$ cat config.mk
export PLATFORM = sky130hd
export DESIGN_NAME = pinmux_port
export DESIGN_NICKNAME = d
export VERILOG_FILES = /design/src/rtl/pinmux_pkg.sv /design/src/rtl/pinmux_port_regs.sv /design/src/rtl/pinmux_pin_cell.sv /design/src/rtl/pinmux_sync.sv /design/src/rtl/pinmux_readback.sv /design/src/rtl/pinmux_port.sv
export SDC_FILE = /design/constraint.sdc
export NUM_CORES = 1
export LEC_CHECK = 0
export CAP_MARGIN = 20
export CORE_UTILIZATION = 34
export CTS_CLUSTER_SIZE = 12
export DETAILED_ROUTE_END_ITERATION = 7
export GPL_TIMING_DRIVEN = 0
export PLACE_DENSITY_LB_ADDON = 0.05
export RECOVER_POWER = 25
export SLEW_MARGIN = 20
export SYNTH_ARGS = -nofsm -noshare
export SYNTH_HDL_FRONTEND = slang
export SYNTH_SLANG_ARGS = --single-unit
$ cat constraint.sdc
create_clock -name clk -period 0.9 [get_ports clk]
set_input_delay 0.135 -clock clk [delete_from_list [all_inputs] [get_ports clk]]
set_output_delay 0.135 -clock clk [all_outputs]
set_load 0.05 [all_outputs]
$ cat src/rtl/pinmux_pkg.sv
package pinmux_pkg;

   // One pin's override bundle from the peripherals.
   typedef struct packed {
      logic pu_en;
      logic pu_val;
      logic oe_en;
      logic oe_val;
      logic dv_en;
      logic dv_val;
      logic ie_en;
      logic ie_val;
   } pin_ovr_t;

   // Per-pin pad controls produced by a pin cell.
   typedef struct packed {
      logic oe;
      logic dout;
      logic pu;
      logic ie;
   } pin_pad_t;

   localparam int unsigned MIN_SYNC_STAGES = 2;

endpackage

$ cat src/rtl/pinmux_port_regs.sv
module pinmux_port_regs #(
   parameter int unsigned N_PINS = 8
) (
   input  logic              clk,
   input  logic              rst_n,
   input  logic [N_PINS-1:0] wr_value,
   input  logic              wr_dir,
   input  logic              wr_data,
   output logic [N_PINS-1:0] dir_q,
   output logic [N_PINS-1:0] data_q
);

   initial begin
      if (N_PINS < 1) $error("pinmux_port_regs: N_PINS must be at least 1");
   end

   always_ff @(posedge clk) begin
      if (!rst_n) begin
         dir_q  <= '0;
         data_q <= '0;
      end else begin
         if (wr_dir)  dir_q  <= wr_value;
         if (wr_data) data_q <= wr_value;
      end
   end


   hold_without_strobe_chk: assert property (@(posedge clk) disable iff (!rst_n)
      (!wr_dir && !wr_data) |=> ($stable(dir_q) && $stable(data_q)));


   dir_load_chk: assert property (@(posedge clk) disable iff (!rst_n)
      wr_dir |=> (dir_q == $past(wr_value)));

endmodule

$ cat src/rtl/pinmux_pin_cell.sv
module pinmux_pin_cell
   import pinmux_pkg::*;
(
   input  logic     dir_bit,
   input  logic     data_bit,
   input  logic     pu_disable,
   input  logic     sleep,
   input  logic     pad_level,
   input  pin_ovr_t ovr,
   output pin_pad_t pad,
   output logic     din_gated
);

   logic pu_native;
   logic oe_sel;
   logic dv_sel;
   logic ie_sel;

   always_comb begin
      // native pull-up: input pin, output-data bit high, not disabled port-wide
      pu_native = (~dir_bit) & data_bit & (~pu_disable);
      pad.pu    = ovr.pu_en ? ovr.pu_val : pu_native;

      oe_sel    = ovr.oe_en ? ovr.oe_val : dir_bit;
      pad.oe    = oe_sel;

      dv_sel    = ovr.dv_en ? ovr.dv_val : data_bit;
      pad.dout  = oe_sel & dv_sel;

      ie_sel    = ovr.ie_en ? ovr.ie_val : ~sleep;
      pad.ie    = ie_sel;

      // a disabled input is clamped low ahead of the synchronizer
      din_gated = pad_level & ie_sel;
   end

endmodule

$ cat src/rtl/pinmux_sync.sv
module pinmux_sync
   import pinmux_pkg::*;
#(
   parameter int unsigned N_PINS = 8,
   parameter int unsigned STAGES = 2
) (
   input  logic              clk,
   input  logic              rst_n,
   input  logic [N_PINS-1:0] d,
   output logic [N_PINS-1:0] q
);

   initial begin
      if (STAGES < MIN_SYNC_STAGES) $error("pinmux_sync: STAGES below minimum");
      if (N_PINS < 1) $error("pinmux_sync: N_PINS must be at least 1");
   end

   logic [N_PINS-1:0] chain [STAGES];

   generate
      for (genvar s = 0; s < STAGES; s++) begin : g_stage
         if (s == 0) begin : g_first
            always_ff @(posedge clk) begin
               if (!rst_n) chain[0] <= '0;
               else        chain[0] <= d;
            end
         end else begin : g_next
            always_ff @(posedge clk) begin
               if (!rst_n) chain[s] <= '0;
               else        chain[s] <= chain[s-1];
            end
         end
      end
   endgenerate

   assign q = chain[STAGES-1];

endmodule

$ cat src/rtl/pinmux_readback.sv
module pinmux_readback #(
   parameter int unsigned N_PINS = 8
) (
   input  logic [N_PINS-1:0] dir_q,
   input  logic [N_PINS-1:0] data_q,
   input  logic [N_PINS-1:0] pin_q,
   input  logic              rd_dir,
   input  logic              rd_data,
   input  logic              rd_pin,
   input  logic [N_PINS-1:0] clk_claim,
   output logic [N_PINS-1:0] rd_value
);

   logic [N_PINS-1:0] merged;

   always_comb begin
      merged = '0;
      if (rd_dir)  merged = merged | dir_q;
      if (rd_data) merged = merged | data_q;
      if (rd_pin)  merged = merged | pin_q;
      rd_value = merged & ~clk_claim;
   end

endmodule

$ cat src/rtl/pinmux_port.sv
module pinmux_port
   import pinmux_pkg::*;
#(
   parameter int unsigned N_PINS      = 8,
   parameter int unsigned SYNC_STAGES = 2
) (
   input  logic              clk,
   input  logic              rst_n,
   input  logic [N_PINS-1:0] wr_value,
   input  logic              wr_dir,
   input  logic              wr_data,
   input  logic              rd_dir,
   input  logic              rd_data,
   input  logic              rd_pin,
   output logic [N_PINS-1:0] rd_value,
   input  logic              pu_disable,
   input  logic              sleep,
   input  logic [N_PINS-1:0] pad_in,
   input  logic [N_PINS-1:0] pu_ov_en,
   input  logic [N_PINS-1:0] pu_ov_val,
   input  logic [N_PINS-1:0] oe_ov_en,
   input  logic [N_PINS-1:0] oe_ov_val,
   input  logic [N_PINS-1:0] dv_ov_en,
   input  logic [N_PINS-1:0] dv_ov_val,
   input  logic [N_PINS-1:0] ie_ov_en,
   input  logic [N_PINS-1:0] ie_ov_val,
   input  logic [N_PINS-1:0] clk_claim,
   output logic [N_PINS-1:0] pad_oe,
   output logic [N_PINS-1:0] pad_out,
   output logic [N_PINS-1:0] pad_pu,
   output logic [N_PINS-1:0] raw_din
);

   localparam int unsigned CNT_W = $clog2(SYNC_STAGES + 1) + 1;

   initial begin
      if (N_PINS < 1)   $error("pinmux_port: N_PINS must be at least 1");
      if (N_PINS > 64)  $error("pinmux_port: N_PINS larger than a port allows");
      if (SYNC_STAGES < MIN_SYNC_STAGES) $error("pinmux_port: SYNC_STAGES below minimum");
   end

   logic [N_PINS-1:0] dir_q;
   logic [N_PINS-1:0] data_q;
   logic [N_PINS-1:0] pin_q;
   logic [N_PINS-1:0] gated;

   pinmux_port_regs #(.N_PINS(N_PINS)) u_regs (
      .clk      (clk),
      .rst_n    (rst_n),
      .wr_value (wr_value),
      .wr_dir   (wr_dir),
      .wr_data  (wr_data),
      .dir_q    (dir_q),
      .data_q   (data_q)
   );

   generate
      for (genvar p = 0; p < N_PINS; p++) begin : g_pin
         pin_ovr_t ovr;
         pin_pad_t pad;
         always_comb begin
            ovr.pu_en  = pu_ov_en[p];
            ovr.pu_val = pu_ov_val[p];
            ovr.oe_en  = oe_ov_en[p];
            ovr.oe_val = oe_ov_val[p];
            ovr.dv_en  = dv_ov_en[p];
            ovr.dv_val = dv_ov_val[p];
            ovr.ie_en  = ie_ov_en[p];
            ovr.ie_val = ie_ov_val[p];
         end
         pinmux_pin_cell u_cell (
            .dir_bit    (dir_q[p]),
            .data_bit   (data_q[p]),
            .pu_disable (pu_disable),
            .sleep      (sleep),
            .pad_level  (pad_in[p]),
            .ovr        (ovr),
            .pad        (pad),
            .din_gated  (gated[p])
         );
         assign pad_oe[p]  = pad.oe;
         assign pad_out[p] = pad.dout;
         assign pad_pu[p]  = pad.pu;
      end
   endgenerate

   assign raw_din = gated;

   pinmux_sync #(.N_PINS(N_PINS), .STAGES(SYNC_STAGES)) u_sync (
      .clk   (clk),
      .rst_n (rst_n),
      .d     (gated),
      .q     (pin_q)
   );

   pinmux_readback #(.N_PINS(N_PINS)) u_rb (
      .dir_q     (dir_q),
      .data_q    (data_q),
      .pin_q     (pin_q),
      .rd_dir    (rd_dir),
      .rd_data   (rd_data),
      .rd_pin    (rd_pin),
      .clk_claim (clk_claim),
      .rd_value  (rd_value)
   );

   // cycles since reset release, saturating; gates the history check below
   logic [CNT_W-1:0] since_rst;
   always_ff @(posedge clk) begin
      if (!rst_n)                      since_rst <= '0;
      else if (since_rst < CNT_W'(SYNC_STAGES)) since_rst <= since_rst + 1'b1;
   end


   pin_history_chk: assert property (@(posedge clk) disable iff (!rst_n)
      (rd_pin && !rd_dir && !rd_data && SYNC_STAGES == 2 && since_rst >= CNT_W'(2))
      |-> ((rd_value ^ $past(raw_din, 2)) & ~clk_claim) == '0);


   claim_reads_zero_chk: assert property (@(posedge clk) disable iff (!rst_n)
      (rd_value & clk_claim) == '0);


   sleep_clamp_chk: assert property (@(posedge clk) disable iff (!rst_n)
      (sleep |-> (raw_din & ~ie_ov_en) == '0));


   dir_drives_oe_chk: assert property (@(posedge clk) disable iff (!rst_n)
      wr_dir |=> ((pad_oe ^ $past(wr_value)) & ~oe_ov_en) == '0);


   undriven_low_chk: assert property (@(posedge clk) disable iff (!rst_n)
      (pad_out & ~pad_oe) == '0);


   reset_quiet_chk: assert property (@(posedge clk)
      (!rst_n && oe_ov_en == '0 && pu_ov_en == '0) |=> (pad_oe == '0 && pad_pu == '0));

endmodule

# Yosys cells after proc, flatten, opt, wreduce, memory -nomap -nowiden
# Memories as Yosys holds them, arrays and structs flattened.
# Cells that the tools add are included.
# totals
input_bits	97
elab_cells	90
rom_bits	0
memories	1
mem_bits_rw	16
ff_bits	16
output_inout_bits	40
latchBits	0
# op_classes
div_mod_pow	0
muxes	39
bitwise	48
mul	0
magnitude_cmp	0
n_eq_ne	0
add_sub_neg	0
reduce_logical	0
shift	0
# mem_list
name	words	word_bits	rd	rd_ports_with_merged_regs	wr	line_no	rtl
u_sync.chain	2	8	2	0	2	pinmux_sync.sv:18	logic [N_PINS-1:0] chain [STAGES];
# ops
operator	count
8-bit 2-to-1 mux	5
1-bit 2-to-1 mux	34
1-bit bitwise AND	32
8-bit OR	2
1-bit NOT	10
8-bit bitwise AND	1
8-bit NOT	1
1-bit OR	2

# Depth between registers and ports, before layout
# logic_depth
ltp_word	6
mapped_depth	3
depth_no_buf	2

# Cells and area by module
# A second synthesis with hierarchy kept.
# hier_totals
hier_cells	198
area_unflattened_um2	2008.2
# by_module_without_submodules
module	cells_per_inst	n_inst	area_per_inst_um2
pinmux_pin_cell	12	8	102.6
pinmux_port_regs	51	1	608.1
pinmux_sync	33	1	446.7
pinmux_readback	18	1	132.6

# Least setup slack after synthesis
# Ideal clock, no wire load.
# synth_path
path_kind	register -> output
from	register u_regs.data_q[7]
to	output port pad_pu[7]
arrival_time_ns	2.077
path_slack_ns	-1.312
t_required_ns	0.765
path_stages_with_launch	3
cell_sequence	dfxtp_1 inv_1 o41ai_1
# synth_between
elab_chain_cells	3
# synth_lines
element	line_no	rtl
start, declared	pinmux_port_regs.sv:10	output logic [N_PINS-1:0] data_q
start signal, assigned	pinmux_port_regs.sv:23	if (wr_data) data_q <= wr_value;
1-bit bitwise AND (2 in series)	pinmux_pin_cell.sv:21	pu_native = (~dir_bit) & data_bit & (~pu_disable);
1-bit 2-to-1 mux	pinmux_pin_cell.sv:22	pad.pu = ovr.pu_en ? ovr.pu_val : pu_native;
end, declared	pinmux_port.sv:30	output logic [N_PINS-1:0] pad_pu,
# Every way passes these cells.

# Final worst setup path
# layout_path
from	register u_regs.dir_q[7]
to	output port rd_value[7]
# layout_between
elab_chain_cells	6
# layout_lines
element	line_no	rtl
start, declared	pinmux_port_regs.sv:9	output logic [N_PINS-1:0] dir_q,
start signal, assigned	pinmux_port_regs.sv:22	if (wr_dir) dir_q <= wr_value;
8-bit 2-to-1 mux *	pinmux_readback.sv:18	if (rd_dir) merged = merged | dir_q;
8-bit OR	pinmux_readback.sv:19	if (rd_data) merged = merged | data_q;
8-bit 2-to-1 mux *	pinmux_readback.sv:19	
8-bit OR	pinmux_readback.sv:20	if (rd_pin) merged = merged | pin_q;
8-bit 2-to-1 mux *	pinmux_readback.sv:20	
8-bit bitwise AND *	pinmux_readback.sv:21	rd_value = merged & ~clk_claim;
end, declared	pinmux_port.sv:15	output logic [N_PINS-1:0] rd_value,
# Mark *: on every way between the ends. The rest lies on a longest branch, timed or not.

==> summary.md <==
| Metric | Value |
|---|---|
| Cell taking the most area after synthesis | `dfxtp_1` |
| Vias in the first global route | `2005` |
| Tcrit/Tclk final | `1.57` |
| Fmax | `709 MHz` |
| Util after Layout | `0.783` |
| Largest net degree at the start of global routing | `11` |
| Synth Instances | `between 200 and 250` |
| Total clock sinks | `32` |
| #FFs+latches synth | `32` |
| Syn nets | `298` |
| Cell area after layout | `approximately 0.0040 mm²` |
| Worst Setup SP | `u_regs.dir_q[7]` |
| Hold path start | `pad_in[1]` |
| Crit-path max FO | `4` |
| Comb pwr share | `0.418` |
| Chip width | `74.8 µm` |
| Clock network power share | `0.242` |
| Core Footprint | `0.00511 mm²` |
| Final non-filler cell total | `433` |
| Final Slew Violations | `0` |
| Fin nets | `459` |
| CTS Hold Bufs | `0` |
| Worst Hold Depth | `3` |
| Sw frac | `0.317` |
| CTS buffer count | `5` |
| Remaining antenna violation count | `0` |
| Number of max-cap violations | `0` |
| Syn Area/Cell | `8.96 µm²` |
| Setup Viol. Count Final | `40` |
| Psw | `1.44 mW` |
| Worst Path Class, Setup | `reg -> out` |
| Largest cells by area after synthesis | `dfxtp_1 36%, mux2_2 10%, mux2i_1 8.9%, buf_4 7.1%, a211oi_2 5.6%` |
| Max-slew headroom | `0.685` |
| First-pass GRT wire length | `9.07 mm` |
| Gr ovfl total | `0` |
| # diodes | `0` |
| Leak pwr | `between 1.5 and 2 nW` |
| Place WS | `-1.27 ns` |
| Rows | `26` |
| Number of enable flip-flop cells after synthesis | `0` |
| Routed WL | `a little over 6 mm` |
| Area share of the largest cell type after synthesis | `0.356` |
| Worst hold slack | `0.165 ns` |
| Outcome | `finished, violations left` |
| Skew-Pair Late Insertion Delay | `0.27 ns` |
| Reg clk slew, reported paths | `about 0.06 ns` |
| WP data arrival | `1.28 ns` |
| Largest stage delay on the critical path | `0.46 ns` |
| Worst-case reg-to-reg path depth | `2` |
| Data required time of the worst path | `0.76 ns` |
| IO buf count | `130` |
| Seq/Total Area, Yosys | `0.356` |
| CP cell instances | `a222oi_1 > nor2_4 > buf_6` |
| Most common cell after layout, fill and taps aside | `clkdlybuf4s50_1` |
| Cell Area, Synth | `0.00180 mm²` |
| DR pass1 iterations | `4` |
| Worst-case vdd ir drop | `0.000869 V` |
| WL per Instance | `14.3 µm` |
| Worst Skew | `0.00213 ns` |
| GRT Util Overall | `0.211` |
| Detailed Place HPWL | `4.29 mm` |
| RSZ-0062 raised after global routing | `yes` |
| Initial core utilization | `0.353` |
| Period minus WS final | `roughly 1.4 ns` |
| Yosys warns | `0` |
| Detailed Route Iter0 Violations | `59` |
| Clock root cell | `clkbuf_8` |
| Die area | `between 0.005 and 0.006 mm²` |
| Initial antenna violation count | `0` |
| Power per standard cell area | `1130 mW/mm²` |
| Worst-Margin Slew | `0.473 ns` |
| FFs w/ async S/R, synth | `0` |
| Commonest non-fill, non-tap cells in the layout | `48 x clkdlybuf4s50_1, 34 x buf_4, 34 x buf_6` |
| Final hold violation count | `0` |
| DR vias | `between 2000 and 2500` |
| Failing checks | `setup timing` |
| Synth-to-Final Area Change | `122%` |
| Seq pwr share | `0.340` |
| IO Count | `137` |
| Max Buffers Root-to-Sink | `2` |
| Slowest-stage cell, CP | `a222oi_1` |
| H-tree depth | `2` |
| Share of cells above drive strength 1 | `0.537` |
| Die Height | `74.8 µm` |
| Startpoint Class | `register` |
| R2R Path Start | `u_regs.dir_q[4]` |
| DRC viols | `0` |
| Cell variety after synth | `18` |
| Placed Area | `0.00340 mm²` |
| PnR worst setup slack | `-0.511 ns` |
| Int Pwr | `about 3.1 mW` |
| Placed instance count | `401` |
| GP Congestion | `0.742` |
| CTS tree | `yes` |
| HP Class | `in -> reg` |
| Main synth FF type | `dfxtp_1` |
| Critical Path End Type | `output port` |
| Vias per cell | `4.74` |
## final timing paths
| kind | slack (ns) | end |
|---|---|---|
| hold reg to reg | 0.43 | u_sync.chain[1][3] |
| hold / removal | 0.16 | u_sync.chain[0][1] |
| setup / recovery | -0.51 | rd_value[7] |
| setup reg to reg | 0.24 | u_regs.dir_q[4] |
## power groups by stage
| stage | Sequential, mW | Clock [mW] | Combinational (mW) |
|---|---|---|---|
| floorplan | 1.56 | 0 | 0.908 |
| finish | 1.54 | 1.10 | 1.90 |
| global placement | 1.58 | 0 | 1.58 |
| detailed placement | 1.58 | 0 | 1.60 |
| CTS | 1.54 | 1.13 | 1.83 |
| global route | 1.55 | 1.19 | 2.00 |
## worst max-delay path, delay by kind of cell, from the launching register on
family	cells	cell delay (ns)
flops	1	0.35
compound gates	1	0.46
simple gates	1	0.04
buf+inv	1	0.16
## what timing repair did
item                                    4_1_cts  5_1_grt
gates resized for setup                     414       37
endpoints found under the setup margin       64       44
gates cloned                                  0        0
pin swaps                                    29       24
buffers inserted                             30        1
## stage by stage
stage / total power, mW / setup TNS, ns
final: 4.54 / -14.59
after global routing: 4.75 / -16.00
after CTS: 4.50 / -15.32
after detailed placement: 3.18 / -50.14
after global placement: 3.16 / -49.26
after floorplan: 2.47 / -3.60
## kinds of logic (layout without fill, tap and decap cells)
family                 count (synthesis)  after routing  share of synthesized area
DFF                                   32             32                      0.356
AOI/OAI and AO/OA                     32             32                      0.161
and+or+nand+nor                       64             64                      0.167
muxes                                 32             32                      0.189
buffers and inverters                 41            203                      0.128
## layout make-up
| cell class | count | area [µm²] |
|---|---|---|
| buffer | 17 | 143 |
| clock buffer | 7 | 86.3 |
| clock inverter | 1 | 7.51 |
| fill | 363 | 1110 |
| inverter | 17 | 63.8 |
| multi-input combinational | 128 | 1300 |
| sequential | 32 | 672 |
| tap | 70 | 87.6 |
| timing repair buffer | 161 | 1650 |
## flip-flops by register name (all words and copies together), names as in the netlist
register,cells
u_sync.chain,16
u_regs.data_q,8
u_regs.dir_q,8
## layer usage
metal / vias up / wire, µm / global-route usage
met1: 952 / 2390 / 0.242
met2: 89 / 3290 / 0.398
met5: - / 0 / 0
li1: 1003 / - / -
met4: 0 / 78 / 0.0482
met3: 9 / 433 / 0.0469
## synthesized netlist by cell type, types with 2 or more instances
cell type / n
a21oi_1: 8
dfxtp_1: 32
mux2_2: 16
mux2i_1: 16
a222oi_1: 8
nand2_1: 16
buf_4: 17
a211oi_2: 8
o41ai_1: 8
nor2_1: 24
or2_1: 8
clkbuf_1: 2
and2_1: 16
buf_2: 3
inv_1: 16
Power figures use the tool's default switching activity.
